`src/rtl/addflag_pkg.sv`:
```
package addflag_pkg;
  typedef struct packed {
    logic carry;
    logic carry_lo;
    logic ovf;
    logic ovf_lo;
    logic sticky;
  } flags_t;

  localparam int unsigned CR_W = 4;
endpackage

```
`src/rtl/addflag_sum.sv`:
```
module addflag_sum #(
  parameter int unsigned W = 64,
  parameter int unsigned H = 32
) (
  input  logic [W-1:0] a_i,
  input  logic [W-1:0] b_i,
  input  logic         cin_i,
  output logic [W-1:0] sum_o,
  output logic         carry_o,
  output logic         carry_lo_o,
  output logic         ovf_o,
  output logic         ovf_lo_o
);
  localparam int unsigned TOP = W - 1;
  localparam int unsigned LTOP = H - 1;

  logic [W:0] full;
  logic       cin_top;
  logic       cin_ltop;

  always_comb begin
    full       = {1'b0, a_i} + {1'b0, b_i} + {{W{1'b0}}, cin_i};
    sum_o      = full[W-1:0];
    carry_o    = full[W];
    // carry into bit H equals carry out of bit H-1
    carry_lo_o = a_i[H] ^ b_i[H] ^ full[H];
    cin_top    = a_i[TOP] ^ b_i[TOP] ^ full[TOP];
    cin_ltop   = a_i[LTOP] ^ b_i[LTOP] ^ full[LTOP];
    // signed overflow: carry into top bit differs from carry out of it
    ovf_o      = cin_top ^ carry_o;
    ovf_lo_o   = cin_ltop ^ carry_lo_o;
  end
endmodule

```
`src/rtl/addflag_status.sv`:
```
module addflag_status
  import addflag_pkg::*;
(
  input  logic   clk,
  input  logic   rst_n,
  input  logic   wr_carry_i,
  input  logic   wr_ovf_i,
  input  flags_t new_i,
  output flags_t flags_q_o,
  output logic   sticky_next_o
);
  flags_t flags_d;
  flags_t flags_q;
  logic   upd;

  always_comb begin
    flags_d = flags_q;
    if (wr_carry_i) begin
      flags_d.carry    = new_i.carry;
      flags_d.carry_lo = new_i.carry_lo;
    end
    if (wr_ovf_i) begin
      flags_d.ovf    = new_i.ovf;
      flags_d.ovf_lo = new_i.ovf_lo;
      flags_d.sticky = flags_q.sticky | new_i.ovf;
    end
    upd = wr_carry_i | wr_ovf_i;
  end

  always_ff @(posedge clk or negedge rst_n) begin
    if (!rst_n) begin
      flags_q <= '0;
    end else if (upd) begin
      flags_q <= flags_d;
    end
  end

  assign flags_q_o     = flags_q;
  assign sticky_next_o = flags_d.sticky;
endmodule

```
`src/rtl/addflag_cond.sv`:
```
module addflag_cond
  import addflag_pkg::*;
#(
  parameter int unsigned W = 64
) (
  input  logic [W-1:0]    res_i,
  input  logic            so_i,
  output logic [CR_W-1:0] cr_o
);
  logic neg;
  logic zero;

  always_comb begin
    neg  = res_i[W-1];
    zero = (res_i == '0);
    cr_o = {neg, ~neg & ~zero, zero, so_i};
  end
endmodule

```
`src/rtl/addflag_unit.sv`:
```
module addflag_unit
  import addflag_pkg::*;
#(
  parameter int unsigned XLEN = 64,
  parameter int unsigned LOW  = 32
) (
  input  logic            clk,
  input  logic            rst_n,
  input  logic            issue_i,
  input  logic [XLEN-1:0] op_a_i,
  input  logic [XLEN-1:0] op_b_i,
  input  logic            ext_i,
  input  logic            ca_wr_i,
  input  logic            ov_en_i,
  input  logic            rec_i,
  output logic [XLEN-1:0] sum_o,
  output logic            ca_o,
  output logic            ca32_o,
  output logic            ov_o,
  output logic            ov32_o,
  output logic            so_o,
  output logic [3:0]      cr_o,
  output logic            cr_valid_o
);
  flags_t            flags_q;
  flags_t            flags_new;
  logic              cin;
  logic [XLEN-1:0]   sum_d;
  logic [XLEN-1:0]   sum_q;
  logic              sticky_next;
  logic [CR_W-1:0]   cr_d;
  logic [CR_W-1:0]   cr_q;
  logic              cr_vld_q;
  logic              wr_carry;
  logic              wr_ovf;
  logic              cr_en;

  assign cin = ext_i & flags_q.carry;

  addflag_sum #(.W(XLEN), .H(LOW)) u_sum (
    .a_i        (op_a_i),
    .b_i        (op_b_i),
    .cin_i      (cin),
    .sum_o      (sum_d),
    .carry_o    (flags_new.carry),
    .carry_lo_o (flags_new.carry_lo),
    .ovf_o      (flags_new.ovf),
    .ovf_lo_o   (flags_new.ovf_lo)
  );
  assign flags_new.sticky = 1'b0;

  always_comb begin
    wr_carry = issue_i & (ext_i | ca_wr_i);
    wr_ovf   = issue_i & ov_en_i;
    cr_en    = issue_i & rec_i;
  end

  addflag_status u_status (
    .clk           (clk),
    .rst_n         (rst_n),
    .wr_carry_i    (wr_carry),
    .wr_ovf_i      (wr_ovf),
    .new_i         (flags_new),
    .flags_q_o     (flags_q),
    .sticky_next_o (sticky_next)
  );

  addflag_cond #(.W(XLEN)) u_cond (
    .res_i (sum_d),
    .so_i  (sticky_next),
    .cr_o  (cr_d)
  );

  always_ff @(posedge clk or negedge rst_n) begin
    if (!rst_n) begin
      sum_q <= '0;
    end else if (issue_i) begin
      sum_q <= sum_d;
    end
  end

  always_ff @(posedge clk or negedge rst_n) begin
    if (!rst_n) begin
      cr_q <= '0;
    end else if (cr_en) begin
      cr_q <= cr_d;
    end
  end

  always_ff @(posedge clk or negedge rst_n) begin
    if (!rst_n) begin
      cr_vld_q <= 1'b0;
    end else begin
      cr_vld_q <= cr_en;
    end
  end

  assign sum_o      = sum_q;
  assign ca_o       = flags_q.carry;
  assign ca32_o     = flags_q.carry_lo;
  assign ov_o       = flags_q.ovf;
  assign ov32_o     = flags_q.ovf_lo;
  assign so_o       = flags_q.sticky;
  assign cr_o       = cr_q;
  assign cr_valid_o = cr_vld_q;
endmodule

```
`config.mk`:
```
export PLATFORM = sky130hd
export DESIGN_NAME = addflag_unit
export DESIGN_NICKNAME = d
export VERILOG_FILES = /design/src/rtl/addflag_pkg.sv /design/src/rtl/addflag_sum.sv /design/src/rtl/addflag_status.sv /design/src/rtl/addflag_cond.sv /design/src/rtl/addflag_unit.sv
export SDC_FILE = /design/constraint.sdc
export NUM_CORES = 1
export LEC_CHECK = 0
export ABC_AREA = 1
export BUFFER_PORTS_ARGS = -buffer_cell sky130_fd_sc_hd__buf_2
export CORE_MARGIN = 5
export CORE_UTILIZATION = 25
export DETAILED_ROUTE_END_ITERATION = 10
export PLACE_DENSITY = 0.51
export SYNTH_ARGS = -nofsm -noshare
export SYNTH_HDL_FRONTEND = slang
export SYNTH_HIERARCHICAL = 1
export SYNTH_SLANG_ARGS = --single-unit
```
`constraint.sdc`:
```
create_clock -name clk -period 8.9 [get_ports clk]
set_input_delay 0.445 -clock clk [delete_from_list [all_inputs] [get_ports clk]]
set_output_delay 0.445 -clock clk [all_outputs]
set_load 0.02 [all_outputs]
```
# Word-level counts from Yosys, hierarchy flattened
# Cells that the tools add are included.
[word_totals] reg_bits=74 latch_bits=0 mem_bits_rw=0 romBits=0 inputBits=135 output_inout_bits=74 wordCells=32 memories=0
[op_classes] addsub=2 n_mul=0 div_mod_pow=0 magnitude_cmp=0 n_eq_ne=0 n_shift=0 mux=1 bitwise_logic=18 n_reduce_logical=3
[op_table] op="$add A64 B64 Y65" count=1
[op_table] op="$add A65 B1 Y65" count=1
[op_table] op="$logic_not A64 Y1" count=1
[op_table] op="$xor A1 B1 Y1" count=8
[op_table] op="$and A1 B1 Y1" count=5
[op_table] op="$reduce_and A2 Y1" count=2
[op_table] op="$or A1 B1 Y1" count=3
[op_table] op="$not A1 Y1" count=2
[op_table] op="$mux W1" count=1

# Logic depth before layout (Yosys ltp)
# Gate-level depths: netlist of the first run.
[logic_depth] depth_word=6 mapped_depth=25 ltp_nobuf=24

# By module
# The synthesis of the first run kept the hierarchy.
[by_module_without_submodules] module="addflag_sum" instances=1 cells_each=1187 area_per_inst_um2=5644.2 seq_area_each_um2=0.0
[by_module_without_submodules] module="addflag_unit" instances=1 cells_each=298 area_per_inst_um2=2646.3 seq_area_each_um2=1726.7
[by_module_without_submodules] module="addflag_cond" instances=1 cells_each=67 area_per_inst_um2=266.5 seq_area_each_um2=0.0
[by_module_without_submodules] module="addflag_status" instances=1 cells_each=22 area_per_inst_um2=188.9 seq_area_each_um2=125.1

# Worst setup path before layout of the first run
# OpenSTA, ideal clock, no wires.
[synth_path] path_kind="reg-to-reg" startpoint="reg u_status/flags_q_o[4] (netlist name)" endpoint="reg cr_q[1], in the netlist cr_o[1]" setup_ns=0.065 arrival_time_ns=2.919 t_required_ns=8.835 setup_slack_ns=5.916 path_stages_with_launch=26 n_path_buf=1 synth_period_minus_slack_ns=2.984 cell_sequence="dfrtp_1 nand2_1 inv_1 fa_1 fa_1 nand3_2 nand3_2 nand2_1 nand2_2 nand2_1 nand2_1 nand2_1 nand2_1 nand2_1 nand2_1 nand2_1 nand2_1 nor2_1 nand2_1 nor2_1 nand2_1 nor2_1 and2_1 buf_4 nand3_1 nand2_1"
[synth_via] elab_chain_len=3
[synth_lines] element="$and A1 B1 Y1" line="addflag_unit.sv:38" rtl="assign cin = ext_i & flags_q.carry;"
[synth_lines] element="via cin" line="addflag_unit.sv:27" rtl="logic cin;"
[synth_lines] element="$add A65 B1 Y65" line="addflag_sum.sv:22" rtl="full = {1'b0, a_i} + {1'b0, b_i} + {{W{1'b0}}, cin_i};"
[synth_lines] element="via sum_d[60]" line="addflag_unit.sv:28" rtl="logic [XLEN-1:0] sum_d;"
[synth_lines] element="$logic_not A64 Y1" line="addflag_cond.sv:15" rtl="zero = (res_i == '0);"
[synth_lines] element="via u_cond.zero" line="addflag_cond.sv:11" rtl="logic zero;"
[synth_lines] element="end signal: assignment" line="addflag_unit.sv:86" rtl="cr_q <= cr_d;"
[synth_lines] element="end: declaration" line="addflag_unit.sv:32" rtl="logic [CR_W-1:0] cr_q;"
# The timed path passes the listed nets, and every way through them passes these cells.
# A chain may end at the register's enable or synchronous reset.

# Worst setup path after layout of the first run
[layout_path] startpoint="reg u_status/flags_q_o[4] (netlist name)" endpoint="reg cr_q[1], in the netlist cr_o[1]"
[layout_via] elab_chain_len=3
[layout_lines] element="$and A1 B1 Y1" line="addflag_unit.sv:38"
[layout_lines] element="via cin" line="addflag_unit.sv:27"
[layout_lines] element="$add A65 B1 Y65" line="addflag_sum.sv:22"
[layout_lines] element="via sum_d[44]" line="addflag_unit.sv:28"
[layout_lines] element="$logic_not A64 Y1" line="addflag_cond.sv:15"
[layout_lines] element="via cr_d[1]" line="addflag_unit.sv:31" rtl="logic [CR_W-1:0] cr_d;"
# The timed path passes the listed nets, and every way through them passes these cells.

==> impl_metrics.yaml, run 1 <==
drt:
  via_per_inst: 4.40
  drt.antenna.violating_nets: 0
  drtPass1Iterations: 5
  drc: 0
  drt_iter0_drc: 694
  routed_wl_um: 36000
  route.detailed.wl_per_inst_um: 16.1
  vias: 9849
power_and_ir_drop:
  max-vdd-ir-drop_mv: 0.100
  total_power_mw: 1.59
  power.density_mw_per_mm2: 150
  leakagePower_nw: 6.48
clock_tree:
  cts-htree-levels: 3
  postCtsSetupBuffers: 0
  cts_root_buf: "clkbuf_16"
  cts_resized: 0
  ctsHoldBuffers: 0
  clk_path_buf_depth: 2
  cts_buffers: 9
  cts.sink_count: 74
  worstSkewPairLatency_ns: 0.33
  cts_tree: "built"
  path_clk_slew_ns: 0.06
timing:
  hold_viol: 0
  slew_headroom_pct: 33.2
  slew_viol_final: 0
  setup_tns_ns: 0
  setup_viol: 0
  finalClockSkew_ns: 0.00309
  tightest_slew_ns: 1.00
  fin_crit_sh_pct: 37.8
  rsz0062_at_grt: "false"
  fmax_mhz: 297
  fin_ws_ns: 5.53
  finalCriticalPeriod_ns: 3.37
final_layout:
  fin_util_pct: 30.6
  multi_input_area_mm2: 0.00577
  areaGrowthSynthToFinish_pct: 21.1
  final_nets: 1976
  seqCellArea_mm2: 0.00185
  drive_gt1_share_pct: 14.7
  final_cell_mix: "nand2_1, inv_1, buf_2"
  layout_commonest_cell: "nand2_1"
  n_fill_cell: 4061
  n_antenna_cell: 0
placed_design:
  hpwl_um: 31900
  io_buffer_count: 208
  gp_congestion: 0.967
  pre_cts_ws_ns: 5.41
critical_path:
  cp-endpoint: "cr_o[1]"
  crit_fanout: 4
  worstSetupPathType: "flip-flop to flip-flop"
  worstPathRequired_ns: 9.17
  rrSetupSlack_ns: 5.53
  setup.worst_path.start: "u_status/flags_q_o[4]"
  start_kind: "flip-flop"
  r2r_cells: 24
  r2r-end: "cr_o[1]"
  arrival_ns: 3.64
  cp-end-kind: "flip-flop"
  reg2reg_from: "u_status/flags_q_o[4]"
synth:
  syn_inst: 1573
  syn_nets: 1773
  synth_area_per_cell_um2: 5.56
  netlist_area_mm2: 0.00874
  yosysWarningCount: 6
global_route:
  grtUsageTotal_pct: 18.3
  grt_pass1_wl_um: 55200
  grt_pass1_vias: 9607
  antenna_found_initial: 0
  grt_max_degree: 75
  grt_overflow: 0
floorplan:
  start_util_pct: 25.3
  design.core.area_mm2: 0.0345
  dieArea_mm2: 0.0388
  row_count: 68
  die_h_um: 197
  fp.dieW_um: 197
  io_pins: 209
hold_path:
  min_path_type: "primary input to async pin"
outcome:
  outcome: "finished, final reports clean"
run:
  maxCapViolCount: 0
stage by stage:
| stage | hold slack [ns] | cells | cell area (µm²) |
|---|---|---|---|
| floorplan | 0.149 | 1573 | 8740 |
| global placement | 0.450 | 2220 | 10200 |
| detailed placement | 0.453 | 2220 | 10200 |
| CTS | 0.294 | 2236 | 10600 |
| global route | 0.342 | 2236 | 10600 |
| finish | 0.241 | 2236 | 10600 |
area by class of cell:
type | count | share of cell area [%]
Clock inverter | 7 | 1.17
Inverter | 262 | 9.29
Multi-Input combinational cell | 1219 | 54.5
Sequential cell | 74 | 17.5
Timing Repair Buffer | 210 | 10.0
Tap cell | 455 | 5.38
Clock buffer | 9 | 2.13
worst min-delay path by stage:
stage,from,end,slack (ns)
after global routing,rst_n,sum_o[13],0.34
final,rst_n,sum_o[13],0.24
after detailed placement,sum_o[24],sum_o[24],0.45
after CTS,rst_n,sum_o[13],0.29
after global placement,sum_o[49],sum_o[49],0.45
after floorplan,rst_n,cr_o[0],0.15
report_power, final:
| group | switching, mW | internal, mW |
|---|---|---|
| sequential | 0.0355 | 0.397 |
| combinational | 0.501 | 0.225 |
| clock | 0.154 | 0.277 |
| total | 0.690 | 0.899 |
flip-flops by register name, summed over array words and instances, names as in the netlist:
| name | flops |
|---|---|
| cr_o | 4 |
| cr_valid_o | 1 |
| sum_o | 64 |
| u_status/flags_q_o | 5 |
per-layer routing:
layer	routed length, µm	track usage [%]	vias up
met5	0	0	-
met2	15600	28.5	249
li1	-	-	5137
met1	18000	27.4	4436
met4	552	3.88	0
met3	1890	1.78	27
worst max-delay path: stages, from the launching register on:
cell	delay, ns
dfrtp_1	0.40
nand2_1	0.10
inv_1	0.08
fa_1	0.47
fa_1	0.44
nand3_2	0.12
nand3_2	0.10
nand2_1	0.08
nand2_2	0.09
nand2_1	0.07
nand2_1	0.09
nand2_1	0.09
nand2_1	0.12
nand2_1	0.11
nand2_1	0.06
nand2_1	0.05
nand2_1	0.06
nor2_1	0.08
nand2_1	0.07
nor2_1	0.12
nand2_1	0.06
nor2_1	0.12
and2_1	0.14
nand3_1	0.07
nand2_1	0.10
No activity file was read; power rests on OpenSTA's default activity.
==> inputs of run 2 (changes only) <==
- PLACE_DENSITY: 0.51 -> 0.53
- clock period: 8.9 -> 2.76 ns (I/O delays scaled with it)
==> impl_metrics.yaml, run 2 (synthesis results as in run 1) <==
outcome:
  outcome: "complete, but fails checks"
  violations: "setup timing"
clock_tree:
  path_clk_slew_ns: 0.06
  clk_path_buf_depth: 2
  worstSkewPairLatency_ns: 0.33
  cts_root_buf: "clkbuf_16"
  cts_tree: "built"
  cts.sink_count: 74
  cts_buffers: 9
  cts-htree-levels: 3
drt:
  drc: 0
  vias: 10425
  via_per_inst: 4.27
  drt_iter0_drc: 630
  drtPass1Iterations: 5
  drt.antenna.violating_nets: 0
  routed_wl_um: 36200
  route.detailed.wl_per_inst_um: 14.8
timing:
  hold_viol: 0
  finalClockSkew_ns: 0.00303
  fmax_mhz: 343
  fin_ws_ns: -0.158
  slew_headroom_pct: 33.6
  setup_viol: 2
  setup_tns_ns: -0.315
  tightest_slew_ns: 0.996
  slew_viol_final: 0
  finalCriticalPeriod_ns: 2.92
  rsz0062_at_grt: "true"
  fin_crit_sh_pct: 106
power_and_ir_drop:
  power.density_mw_per_mm2: 444
  max-vdd-ir-drop_mv: 0.296
  leakagePower_nw: 7.47
global_route:
  grtUsageTotal_pct: 18.3
  grt-busiest-layer: "met2"
  grt_util_met2_pct: 29.3
  grt_util_met1_pct: 27.0
  use_met3_pct: 1.13
  grt_pass1_vias: 10270
  antenna_found_initial: 0
  grt_pass1_wl_um: 56100
  grt_max_degree: 75
  grt_overflow: 0
floorplan:
  design.core.area_mm2: 0.0345
  fp.dieW_um: 197
  dieArea_mm2: 0.0388
  io_pins: 209
  row_count: 68
  start_util_pct: 25.3
  die_h_um: 197
critical_path:
  crit_family: "simple AND/OR/NAND/NOR gates"
  critPathMaxStageDelay_ns: 0.40
  crit_fanout: 3
  path_cells: "nand2_2, inv_2, fa_2, fa_2, nand3_4, nand3_4, buf_4, nand4_1, nand2_2, nand2_1, nand2_1, nand2_1, nand2_1, nor2_1, nand2_1, nor2_2, nand2_1, nor2_2, a21oi_1, nand3_1, nand2_1"
  cp_common_cell: "nand2_1"
  worstSetupPathType: "flip-flop to flip-flop"
  worst-path-buf-inv: 2
  arrival_ns: 3.14
  start_kind: "flip-flop"
  worstPathRequired_ns: 2.98
  crit_slowest_cell: "dfrtp_2"
  rrSetupSlack_ns: -0.16
  cp-end-kind: "flip-flop"
final_layout:
  n_antenna_cell: 0
  final_cell_mix: "nand2_1, inv_1, buf_4"
  n_fill_cell: 3935
  fin_util_pct: 35.5
  final_nets: 2184
  areaGrowthSynthToFinish_pct: 40.1
  drive_gt1_share_pct: 25.4
  layout_commonest_cell: "nand2_1"
  largest_register_ffs: 64
placed_design:
  gp_congestion: 0.942
  hpwl_um: 32200
  io_buffer_count: 208
hold_path:
  min_path_type: "primary input to flip-flop"
run:
  maxCapViolCount: 0
-- run 2: report_power, final --
part           internal (mW)  leakage [nW]  switching (mW)
registers               1.28         0.905           0.113
logic                   1.15          6.43            1.72
clock network          0.702         0.135           0.470
total                   3.13          7.47            2.30
-- run 2: worst reg2reg max path, cell delays in order (launching register included) --
cell and delay (ns):
dfrtp_2 0.40, nand2_2 0.06, inv_2 0.04, fa_2 0.39
fa_2 0.40, nand3_4 0.11, nand3_4 0.07, buf_4 0.15
nand4_1 0.10, nand2_2 0.10, nand2_1 0.09, nand2_1 0.05
nand2_1 0.06, nand2_1 0.10, nor2_1 0.11, nand2_1 0.07
nor2_2 0.13, nand2_1 0.07, nor2_2 0.11, a21oi_1 0.07
nand3_1 0.08, nand2_1 0.06
-- run 2: layout make-up --
cell class / count / area (µm²) / share of cell area [%]
Multi-Input combinational cell: 1219 / 5920 / 48.3
Timing Repair Buffer: 418 / 2630 / 21.4
Sequential cell: 74 / 1850 / 15.1
Inverter: 262 / 983 / 8.03
Tap cell: 455 / 569 / 4.65
Clock buffer: 10 / 229 / 1.87
Clock inverter: 6 / 66.3 / 0.541
-- run 2: timing repair --
action | 4_1_cts | 5_1_grt
hold buffers | 1 | 0
resized for setup | 11 | 32
pin swaps | 6 | 28
endpoints found under the hold margin | 20 | 0
setup buffers | 2 | 3
endpoints found under the setup margin | 2 | 4
-- run 2: per-stage QoR --
stage / setup WS, ns / cells / hold slack (ns) / cell area, µm² / total power, mW
4_1_cts: -0.151 / 2441 / 0.0878 / 12100 / 5.46
3_3_place_gp: -0.202 / 2422 / 0.349 / 11800 / 4.23
5_1_grt: -0.380 / 2444 / 0.0942 / 12200 / 5.85
6_report: -0.158 / 2444 / 0.0877 / 12200 / 5.44
3_5_place_dp: -0.214 / 2422 / 0.354 / 11800 / 4.25
2_1_floorplan: -0.0815 / 1573 / -0.158 / 8750 / 2.85
-- run 2: worst paths after layout --
kind	from	to	cells past startpoint
worst min register to register	sum_o[54]	sum_o[54]	2
min in group asynchronous	rst_n	sum_o[15]	2
worst max-delay path	u_status/flags_q_o[4]	cr_o[2]	21
worst max register to register	u_status/flags_q_o[4]	cr_o[2]	21
max in group asynchronous	rst_n	u_status/flags_q_o[4]	2
worst min-delay path	rec_i	cr_o[1]	3
-- run 2: per-layer routing --
layer	routed length [µm]	share of wire [%]
met3	1430	3.9
met2	16000	44
met4	535	1.5
met5	0	0
met1	18200	50
==> inputs of run 3 (changes only) <==
- CTS_CLUSTER_SIZE: unset -> 24
- MAX_ROUTING_LAYER: unset -> met4
==> impl_metrics.yaml, run 3 (synthesis results as in run 1) <==
critical_path:
  crit_fanout: 3
  start_kind: "flip-flop"
  rrSetupSlack_ns: -0.08
  r2r-end: "cr_o[1]"
  arrival_ns: 3.11
  worstSetupPathType: "flip-flop to flip-flop"
  reg2reg_from: "u_status/flags_q_o[4]"
  worstPathRequired_ns: 3.03
  cp-end-kind: "flip-flop"
  r2r_cells: 22
timing:
  fin_ws_ns: -0.0826
  tightest_slew_ns: 0.965
  slew_viol_final: 0
  rsz0062_at_grt: "true"
  slew_headroom_pct: 35.6
  finalClockSkew_ns: 0.00417
  setup_viol: 2
  fin_crit_sh_pct: 103
  fmax_mhz: 352
  hold_viol: 0
  finalCriticalPeriod_ns: 2.84
drt:
  drt.antenna.violating_nets: 0
  drtPass1Iterations: 5
  drt_iter0_drc: 536
  routed_wl_um: 36500
  drc: 0
  vias: 10492
  via_per_inst: 4.28
  route.detailed.wl_per_inst_um: 14.9
power_and_ir_drop:
  p_seq_share_pct: 25.3
  sw_frac_of_total_pct: 41.5
  power.density_mw_per_mm2: 448
  clkPwrFrac_pct: 22.6
  max-vdd-ir-drop_mv: 0.288
  leakagePower_nw: 7.52
  p_sw_mw: 2.29
  comb_power_share_pct: 52.1
  p_int_mw: 3.22
final_layout:
  n_fill_cell: 3978
  final_cells: 2454
  multi_input_area_mm2: 0.00588
  layout_commonest_cell: "nand2_1"
  drive_gt1_share_pct: 25.4
  fin_util_pct: 35.6
  final_cell_mix: "nand2_1, inv_1, buf_4"
  seqCellArea_mm2: 0.00185
  final_nets: 2194
  n_antenna_cell: 0
  areaGrowthSynthToFinish_pct: 40.8
  largest_register_ffs: 64
hold_path:
  min-delay-start: "rec_i"
  worstHoldPathCells: 3
  min_to: "cr_o[0]"
  min_path_type: "primary input to flip-flop"
placed_design:
  hpwl_um: 32400
  pre_cts_ws_ns: -0.203
  io_buffer_count: 208
  gp_congestion: 0.961
  placedCellCount: 2437
global_route:
  antenna_found_initial: 0
  grtUsageTotal_pct: 19.0
  grt_max_degree: 75
  grt_pass1_vias: 10428
  grt_pass1_wl_um: 56100
  grt_overflow: 0
run:
  maxCapViolCount: 0
floorplan:
  row_count: 68
  fp.dieW_um: 197
  start_util_pct: 25.3
  dieArea_mm2: 0.0388
  die_h_um: 197
  design.core.area_mm2: 0.0345
  io_pins: 209
clock_tree:
  postCtsSetupBuffers: 0
  worstSkewPairLatency_ns: 0.33
  cts.sink_count: 74
  cts_buffers: 9
  clk_path_buf_depth: 2
  cts-htree-levels: 3
  cts_root_buf: "clkbuf_16"
  cts_tree: "built"
  path_clk_slew_ns: 0.06
outcome:
  outcome: "complete, but fails checks"
  violations: "setup timing"
run 3: changes by cell type in the layout (fill, tap and decap cells not counted), sizes merged:
| cell | previous run | this run |
|---|---|---|
| inv | 263 | 262 |
| buf | 417 | 427 |
| bufinv | 1 | 2 |
run 3: metrics by stage:
| stage | TNS [ns] | power (mW) | hold WS (ns) | area, µm² |
|---|---|---|---|---|
| final | -0.157 | 5.51 | 0.104 | 12300 |
| after global routing | -0.623 | 5.92 | 0.114 | 12300 |
| after CTS | -0.215 | 5.55 | 0.0945 | 12200 |
| after detailed placement | -0.402 | 4.27 | 0.353 | 11900 |
| after global placement | -0.365 | 4.26 | 0.350 | 11900 |
| after floorplan | -0.0815 | 2.85 | -0.158 | 8750 |
run 3: critical path, cell delays in order (launching register included):
cell	delay, ns
dfrtp_2	0.40
nand2_2	0.06
inv_2	0.04
fa_2	0.36
fa_2	0.36
nand3_2	0.11
nor2_1	0.06
o21bai_1	0.16
nand3_2	0.12
nand2_2	0.11
nand2_4	0.07
nand2_2	0.07
nand2_1	0.05
nand2_1	0.05
nand2_1	0.06
nor2_1	0.10
nand2_1	0.07
nor2_1	0.11
nand2_1	0.07
nor2_2	0.09
and2_1	0.12
nand3_1	0.07
nand2_1	0.07
run 3: how the worst max path moves through the flow:
| stage | startpoint | to | depth (start not counted) |
|---|---|---|---|
| 2_1_floorplan | u_status/flags_q_o[4] | cr_o[1] | 25 |
| 3_5_place_dp | u_status/flags_q_o[4] | cr_o[1] | 21 |
| 6_report | u_status/flags_q_o[4] | cr_o[1] | 22 |
| 3_3_place_gp | u_status/flags_q_o[4] | cr_o[1] | 21 |
| 4_1_cts | u_status/flags_q_o[4] | cr_o[1] | 24 |
| 5_1_grt | u_status/flags_q_o[4] | cr_o[1] | 24 |
run 3: what timing repair did:
item / 4_1_cts / 5_1_grt
pin swaps: 2 / 3
hold endpoints to repair: 16 / 0
endpoints found under the setup margin: 2 / 3
gates resized for setup: 15 / 19
hold buffers: 1 / 0
run 3: per-layer routing:
metal,up-vias,part of all wire (%),track usage (%)
li1,5585,-,-
met1,4612,50,27.3
met2,252,43,29.0
met3,43,4.5,1.33
met4,0,2.1,4.73
met5,-,0,-
run 3: cell type report:
class | count | share of cell area [%]
flip-flops and latches | 74 | 15.1
repair buffers | 428 | 21.9
clock inverters | 6 | 0.742
multi-input cells | 1219 | 47.8
well taps | 455 | 4.62
inverters | 262 | 7.99
clock buffers | 10 | 1.86
run 3: power by group through the flow:
stage | registers (mW) | clock network (mW) | logic [mW]
detailed placement | 1.41 | 0 | 2.85
global route | 1.42 | 1.32 | 3.18
global placement | 1.41 | 0 | 2.84
CTS | 1.40 | 1.28 | 2.87
finish | 1.40 | 1.25 | 2.87
floorplan | 1.65 | 0 | 1.21
